`config.mk`:
```
export PLATFORM = sky130hd
export DESIGN_NAME = pstore_seq
export DESIGN_NICKNAME = d
export VERILOG_FILES = /design/src/rtl/pstore_pkg.sv /design/src/rtl/pstore_lane_calc.sv /design/src/rtl/pstore_byte_pick.sv /design/src/rtl/pstore_beat_build.sv /design/src/rtl/pstore_seq.sv
export SDC_FILE = /design/constraint.sdc
export NUM_CORES = 1
export LEC_CHECK = 0
export BUFFER_PORTS_ARGS = -buffer_cell sky130_fd_sc_hd__buf_2
export CAP_MARGIN = 20
export CORE_MARGIN = 8
export CORE_UTILIZATION = 30
export DETAILED_ROUTE_END_ITERATION = 10
export PLACE_DENSITY_LB_ADDON = 0.08
export SLEW_MARGIN = 10
export SYNTH_ARGS = -nofsm -noshare
export SYNTH_HDL_FRONTEND = slang
export SYNTH_SLANG_ARGS = --single-unit
```
`constraint.sdc`:
```
create_clock -name clk -period 10.7 [get_ports clk]
set_input_delay 1.605 -clock clk [delete_from_list [all_inputs] [get_ports clk]]
set_output_delay 1.605 -clock clk [all_outputs]
set_load 0.01 [all_outputs]
```
`src/rtl/pstore_pkg.sv`:
```
// Shared types for the partial store byte sequencer.
package pstore_pkg;
    // Sequencer states: idle, issuing single bytes, issuing one masked beat.
    typedef enum logic [1:0] {
        SQ_IDLE  = 2'd0,
        SQ_BYTES = 2'd1,
        SQ_BEAT  = 2'd2
    } seq_state_t;
endpackage

```
`src/rtl/pstore_lane_calc.sv`:
```
// Lane index and byte count of one partial store.
// Assumes LW >= 2, so a word mask of 3 fits; the doubleword mask is all ones.
module pstore_lane_calc #(
    parameter int LW = 3
) (
    input  logic [LW-1:0] addr_lo,
    input  logic          dword,
    input  logic          big,
    input  logic          right,
    output logic [LW:0]   count
);
    logic [LW-1:0] size_m1;
    logic [LW-1:0] lane;

    // Lane from low address bits, inverted for little-endian; count from variant.
    always_comb begin
        size_m1 = dword ? {LW{1'b1}} : LW'(3);
        lane    = (addr_lo & size_m1) ^ (big ? '0 : size_m1);
        if (right) begin
            count = {1'b0, lane} + 1'b1;
        end else begin
            count = {1'b0, size_m1} - {1'b0, lane} + 1'b1;
        end
    end
endmodule

```
`src/rtl/pstore_byte_pick.sv`:
```
// Address and value of write number k within a partial store.
// Assumes k is below the store's byte count; does no range checking.
module pstore_byte_pick #(
    parameter int DATA_W = 64,
    parameter int ADDR_W = 32,
    parameter int LW     = 3
) (
    input  logic [DATA_W-1:0] data,
    input  logic [ADDR_W-1:0] base,
    input  logic [LW-1:0]     k,
    input  logic              dword,
    input  logic              right,
    input  logic              big,
    output logic [ADDR_W-1:0] addr,
    output logic [7:0]        val
);
    logic [LW-1:0] size_m1;
    logic [LW-1:0] idx;
    logic          walk_up;

    // Pick the register byte and walk the address up or down by k.
    always_comb begin
        size_m1 = dword ? {LW{1'b1}} : LW'(3);
        idx     = right ? k : (size_m1 - k);
        val     = data[{idx, 3'b000} +: 8];
        walk_up = big ^ right;
        addr    = walk_up ? (base + ADDR_W'(k)) : (base - ADDR_W'(k));
    end
endmodule

```
`src/rtl/pstore_beat_build.sv`:
```
// Builds the one aligned masked beat that covers a whole partial store.
// Assumes every byte of the store lies in one bus-aligned beat, which holds
// because a store never leaves its naturally aligned word or doubleword.
module pstore_beat_build #(
    parameter int DATA_W = 64,
    parameter int ADDR_W = 32,
    parameter int LW     = 3
) (
    input  logic [DATA_W-1:0]   data,
    input  logic [ADDR_W-1:0]   base,
    input  logic [LW:0]         count,
    input  logic                dword,
    input  logic                right,
    input  logic                big,
    output logic [DATA_W/8-1:0] be,
    output logic [DATA_W-1:0]   beat
);
    localparam int NB = DATA_W / 8;

    logic [ADDR_W-1:0] slot_addr [NB];
    logic [7:0]        slot_val  [NB];

    for (genvar g = 0; g < NB; g++) begin : g_slot
        pstore_byte_pick #(
            .DATA_W(DATA_W), .ADDR_W(ADDR_W), .LW(LW)
        ) u_pick (
            .data (data),
            .base (base),
            .k    (LW'(g)),
            .dword(dword),
            .right(right),
            .big  (big),
            .addr (slot_addr[g]),
            .val  (slot_val[g])
        );
    end

    // Scatter each live byte into its bus lane and raise its enable.
    always_comb begin
        be   = '0;
        beat = '0;
        for (int i = 0; i < NB; i++) begin
            if ((LW+1)'(i) < count) begin
                be[slot_addr[i][LW-1:0]]                 = 1'b1;
                beat[{slot_addr[i][LW-1:0], 3'b000} +: 8] = slot_val[i];
            end
        end
    end
endmodule

```
`src/rtl/pstore_seq.sv`:
```
// Partial store byte sequencer top.
// Takes one left/right, word/doubleword store while idle and issues it either
// as a run of single-byte writes or as one masked beat. A done pulse follows
// the last accepted write. Assumes DATA_W is 64 (beat width = doubleword).
module pstore_seq #(
    parameter int DATA_W = 64,
    parameter int ADDR_W = 32
) (
    input  logic                clk,
    input  logic                rst_n,
    input  logic                req_valid,
    output logic                req_ready,
    input  logic [DATA_W-1:0]   req_data,
    input  logic [ADDR_W-1:0]   req_addr,
    input  logic                req_right,
    input  logic                req_dword,
    input  logic                req_big,
    input  logic                req_mask,
    output logic                wr_valid,
    input  logic                wr_ready,
    output logic [ADDR_W-1:0]   wr_addr,
    output logic [DATA_W-1:0]   wr_data,
    output logic [DATA_W/8-1:0] wr_be,
    output logic                wr_beat,
    output logic                done
);
    import pstore_pkg::*;

    localparam int NB = DATA_W / 8;
    localparam int LW = $clog2(NB);

    seq_state_t        state_q;
    logic [DATA_W-1:0] data_q;
    logic [ADDR_W-1:0] addr_q;
    logic              right_q, dword_q, big_q;
    logic [LW:0]       cnt_q;
    logic [LW-1:0]     k_q;
    logic              done_q;

    logic [LW:0]       req_count;
    logic [ADDR_W-1:0] byte_addr;
    logic [7:0]        byte_val;
    logic [NB-1:0]     beat_be;
    logic [DATA_W-1:0] beat_data;
    logic              take_req;
    logic              take_wr;
    logic              last_byte;

    pstore_lane_calc #(.LW(LW)) u_lane (
        .addr_lo(req_addr[LW-1:0]),
        .dword  (req_dword),
        .big    (req_big),
        .right  (req_right),
        .count  (req_count)
    );

    pstore_byte_pick #(
        .DATA_W(DATA_W), .ADDR_W(ADDR_W), .LW(LW)
    ) u_cur (
        .data (data_q),
        .base (addr_q),
        .k    (k_q),
        .dword(dword_q),
        .right(right_q),
        .big  (big_q),
        .addr (byte_addr),
        .val  (byte_val)
    );

    pstore_beat_build #(
        .DATA_W(DATA_W), .ADDR_W(ADDR_W), .LW(LW)
    ) u_beat (
        .data (data_q),
        .base (addr_q),
        .count(cnt_q),
        .dword(dword_q),
        .right(right_q),
        .big  (big_q),
        .be   (beat_be),
        .beat (beat_data)
    );

    // Handshake qualifiers and end-of-run detection.
    always_comb begin
        req_ready = (state_q == SQ_IDLE);
        wr_valid  = (state_q != SQ_IDLE);
        take_req  = req_valid && req_ready;
        take_wr   = wr_valid && wr_ready;
        last_byte = ({1'b0, k_q} == (cnt_q - 1'b1));
    end

    // Write-port payload for the current state.
    always_comb begin
        wr_beat = (state_q == SQ_BEAT);
        if (state_q == SQ_BEAT) begin
            wr_addr = {addr_q[ADDR_W-1:LW], {LW{1'b0}}};
            wr_data = beat_data;
            wr_be   = beat_be;
        end else begin
            wr_addr = byte_addr;
            wr_data = {{(DATA_W-8){1'b0}}, byte_val};
            wr_be   = NB'(1);
        end
        done = done_q;
    end

    // Sequencer state, request capture and byte counter.
    always_ff @(posedge clk) begin
        if (!rst_n) begin
            state_q <= SQ_IDLE;
            data_q  <= '0;
            addr_q  <= '0;
            right_q <= 1'b0;
            dword_q <= 1'b0;
            big_q   <= 1'b0;
            cnt_q   <= '0;
            k_q     <= '0;
            done_q  <= 1'b0;
        end else begin
            done_q <= 1'b0;
            case (state_q)
                SQ_IDLE: begin
                    if (take_req) begin
                        data_q  <= req_data;
                        addr_q  <= req_addr;
                        right_q <= req_right;
                        dword_q <= req_dword;
                        big_q   <= req_big;
                        cnt_q   <= req_count;
                        k_q     <= '0;
                        state_q <= req_mask ? SQ_BEAT : SQ_BYTES;
                    end
                end
                SQ_BYTES: begin
                    if (take_wr) begin
                        if (last_byte) begin
                            state_q <= SQ_IDLE;
                            done_q  <= 1'b1;
                        end else begin
                            k_q <= k_q + 1'b1;
                        end
                    end
                end
                SQ_BEAT: begin
                    if (take_wr) begin
                        state_q <= SQ_IDLE;
                        done_q  <= 1'b1;
                    end
                end
                default: state_q <= SQ_IDLE;
            endcase
        end
    end
endmodule

```
==> metrics <==
CTS Hold Bufs 0; Post-Syn Area 0.0144 mm^2; final setup margin 3330 ps; Yosys cell types 87; FF+latch count, synth 109; largest family of logic cells by synthesized area compound AO/OA/AOI/OAI gates; critical path launch point type register; Post-Synth XOR/XNOR Area 3.38%; worst skew pair latency approximately 380 ps; Routed WL per cell 27.7 um; FF+latch area 0.00219 mm^2; Die W 235 um; most frequent cells in the layout nand2_1, buf_2, nor2_1; Peak VDD IR between 100 and 150 uV; Leakage 6.30 nW; asr flop ratio synth 0%; row count 80; dpl hpwl 62600 um; total grt overflow 0; initial drt markers 1961; Post-Syn Nets around 2300; ant diodes 0; DRC 0; adder-cell share of the synthesized area slightly above 7%; Max-Cap Viols 0; Synth Area in Simple Gates a little under a quarter; CP required 9100 ps; Synth top area share around 15%; number of port buffers 211; dpl cell area 0.0159 mm^2; Worst-Margin Slew 1260 ps; sequential area share after synthesis between 15 and 20%; global placer's final weighted congestion 0.999; status complete, no violations; initial antenna violation count 1; Root Buffer clkbuf_16; Pins Over Slew Limit 0; Initial Utilization 30.2%; Hold Crit Class reg -> reg; layout overhead on the synthesized area 13.6%; Arr. time, crit path 5770 ps; post-route cell area between 0.015 and 0.02 mm^2; Clock Tree Buf Depth 2; syn avg cell area 6.91 um^2; r2r endpoint state_q[0]$_SDFFE_PN0P_; final hold violation count 0; Reg2Reg Depth 10; I/O Pins 212; Syn Inst Count 2077; CTS buffer count 9; dpl ws 3870 ps; number of flops mapped to enable cells by yosys 0; GRT Overall Usage between 20% and 30%; crit path launch addr_q[0]$_SDFFE_PN0P_; main area contributors after synthesis dfxtp_1, nand2_1, ha_1, a21boi_0, mux2i_1; Vias per Instance 6.13; Synth Area in Compound Gates 36.6%; Slew headroom 14.9%; worst r2r src cnt_q[1]$_SDFFE_PN0P_; share of layout cells above drive strength 1 15.7%; drt pass-1 iters 9; unrepaired setup endpoints after global routing false; Fmax 136 MHz; Clock Sinks 109; Multi-input gate area around 0.011 mm^2; post-route setup TNS 0 ps; Synth Flop Type dfxtp_1; Die Height 235 um; clk_skew 11.7 ps; nets@finish 2376; CTS tree built; r2r setup slk 8400 ps; pin count of the biggest net entering global routing 110; Critical Path Fanout Max 45; CP Capture Point wr_data[11]; final WL approximately 80000 um; most common cell after layout, fill and taps aside nand2_1; core footprint between 0.04 and 0.05 mm^2; post-synth top area cell dfxtp_1; Die ar. 0.0551 mm^2; final clock period utilization by the worst path ~69%; post-synthesis mux area share under 10%; htree depth 3; Crit. End Element output port; clk slew on worst S/H paths 90 ps; global-route wire length before repair ~110000 um; WS Path Type reg -> out; number of global-route vias before repair 16300; # Post-CTS Setup Buffers 0; vias after detailed routing 17200; Setup Viol. Count Final 0; Filler cells 5298; pwr dens 150 mW/mm^2; post-CTS sizing 0; antenna-violating nets left 0; Min Clock Period, post-route 7370 ps; yosys warns 0
-- cells in the mapped netlist (26+ instances only) --
cell / number
o21ai_0: 146
or2_2: 26
a211oi_1: 34
a221oi_1: 30
dfxtp_1: 109
nand2_1: 418
o221ai_1: 53
a21boi_0: 103
o21a_1: 29
a21oi_1: 147
inv_1: 46
nand3_1: 27
nor3_1: 41
ha_1: 77
mux2i_1: 74
o211ai_1: 34
clkbuf_1: 101
nor2_1: 155
-- worst max-delay path: stages (launching register included) --
cell and delay (ps):
dfxtp_1 310, buf_4 390, clkinv_1 550, fa_1 1040, inv_1 230, nand2_1 840
o21ai_0 240, o2111ai_1 870, o221ai_1 210, a21oi_1 300, o221ai_1 180, buf_2 180
-- logic make-up (layout without fill, tap and decap cells) --
group	after synthesis	in the layout
AND/OR/NAND/NOR	783	783
AO/OA/AOI/OAI	764	764
buffers and inverters	193	314
flip-flops	109	109
multiplexers	101	101
adder cells (fa/ha/maj)	80	80
XOR/XNOR	47	47
-- through the flow --
step	power (W)	utilization [%]	hold slack (ps)	std cells
final	0.00244	34.4	492	2813
after global routing	0.00258	34.4	520	2813
after detailed placement	0.00203	33.5	485	2791
after floorplan	0.00144	-	456	2077
after CTS	0.00241	34.2	497	2807
after global placement	0.00203	33.5	480	2787
-- worst min path at each step --
stage,cells after the start,to,from
after floorplan,2,addr_q[31]$_SDFFE_PN0P_,addr_q[31]$_SDFFE_PN0P_
after global placement,2,addr_q[30]$_SDFFE_PN0P_,addr_q[30]$_SDFFE_PN0P_
after detailed placement,2,addr_q[18]$_SDFFE_PN0P_,addr_q[18]$_SDFFE_PN0P_
after CTS,2,addr_q[18]$_SDFFE_PN0P_,addr_q[18]$_SDFFE_PN0P_
after global routing,2,addr_q[6]$_SDFFE_PN0P_,addr_q[6]$_SDFFE_PN0P_
final,2,addr_q[24]$_SDFFE_PN0P_,addr_q[24]$_SDFFE_PN0P_
-- sequential cells by signal, indices dropped and copies added, names as in the netlist --
register,count
data_q,64
big_q,1
done,1
addr_q,32
state_q,2
dword_q,1
cnt_q,4
k_q,3
right_q,1
-- per-layer routing --
layer | vias up | routed length (um) | GRT usage, %
li1 | 7947 | - | -
met1 | 8246 | 37000 | 38.2
met2 | 879 | 32400 | 39.5
met3 | 172 | 5710 | 5.31
met4 | 2 | 2790 | 9.36
met5 | - | 14 | 0
-- report_power, final --
part	switching, W	internal, W
registers	0.0000919	0.000458
clock network	0.000197	0.000174
logic	0.00108	0.000446
total	0.00137	0.00108
-- layout make-up --
type                       instances  share of cell area (%)
multi-input combinational       1775                    70.4
sequential                       109                    13.4
timing repair buffer             247                    8.24
tap                              615                    4.72
clock buffer                       9                    1.38
inverter                          51                    1.19
clock inverter                     7                   0.637
(Power assumes the default switching activity.)
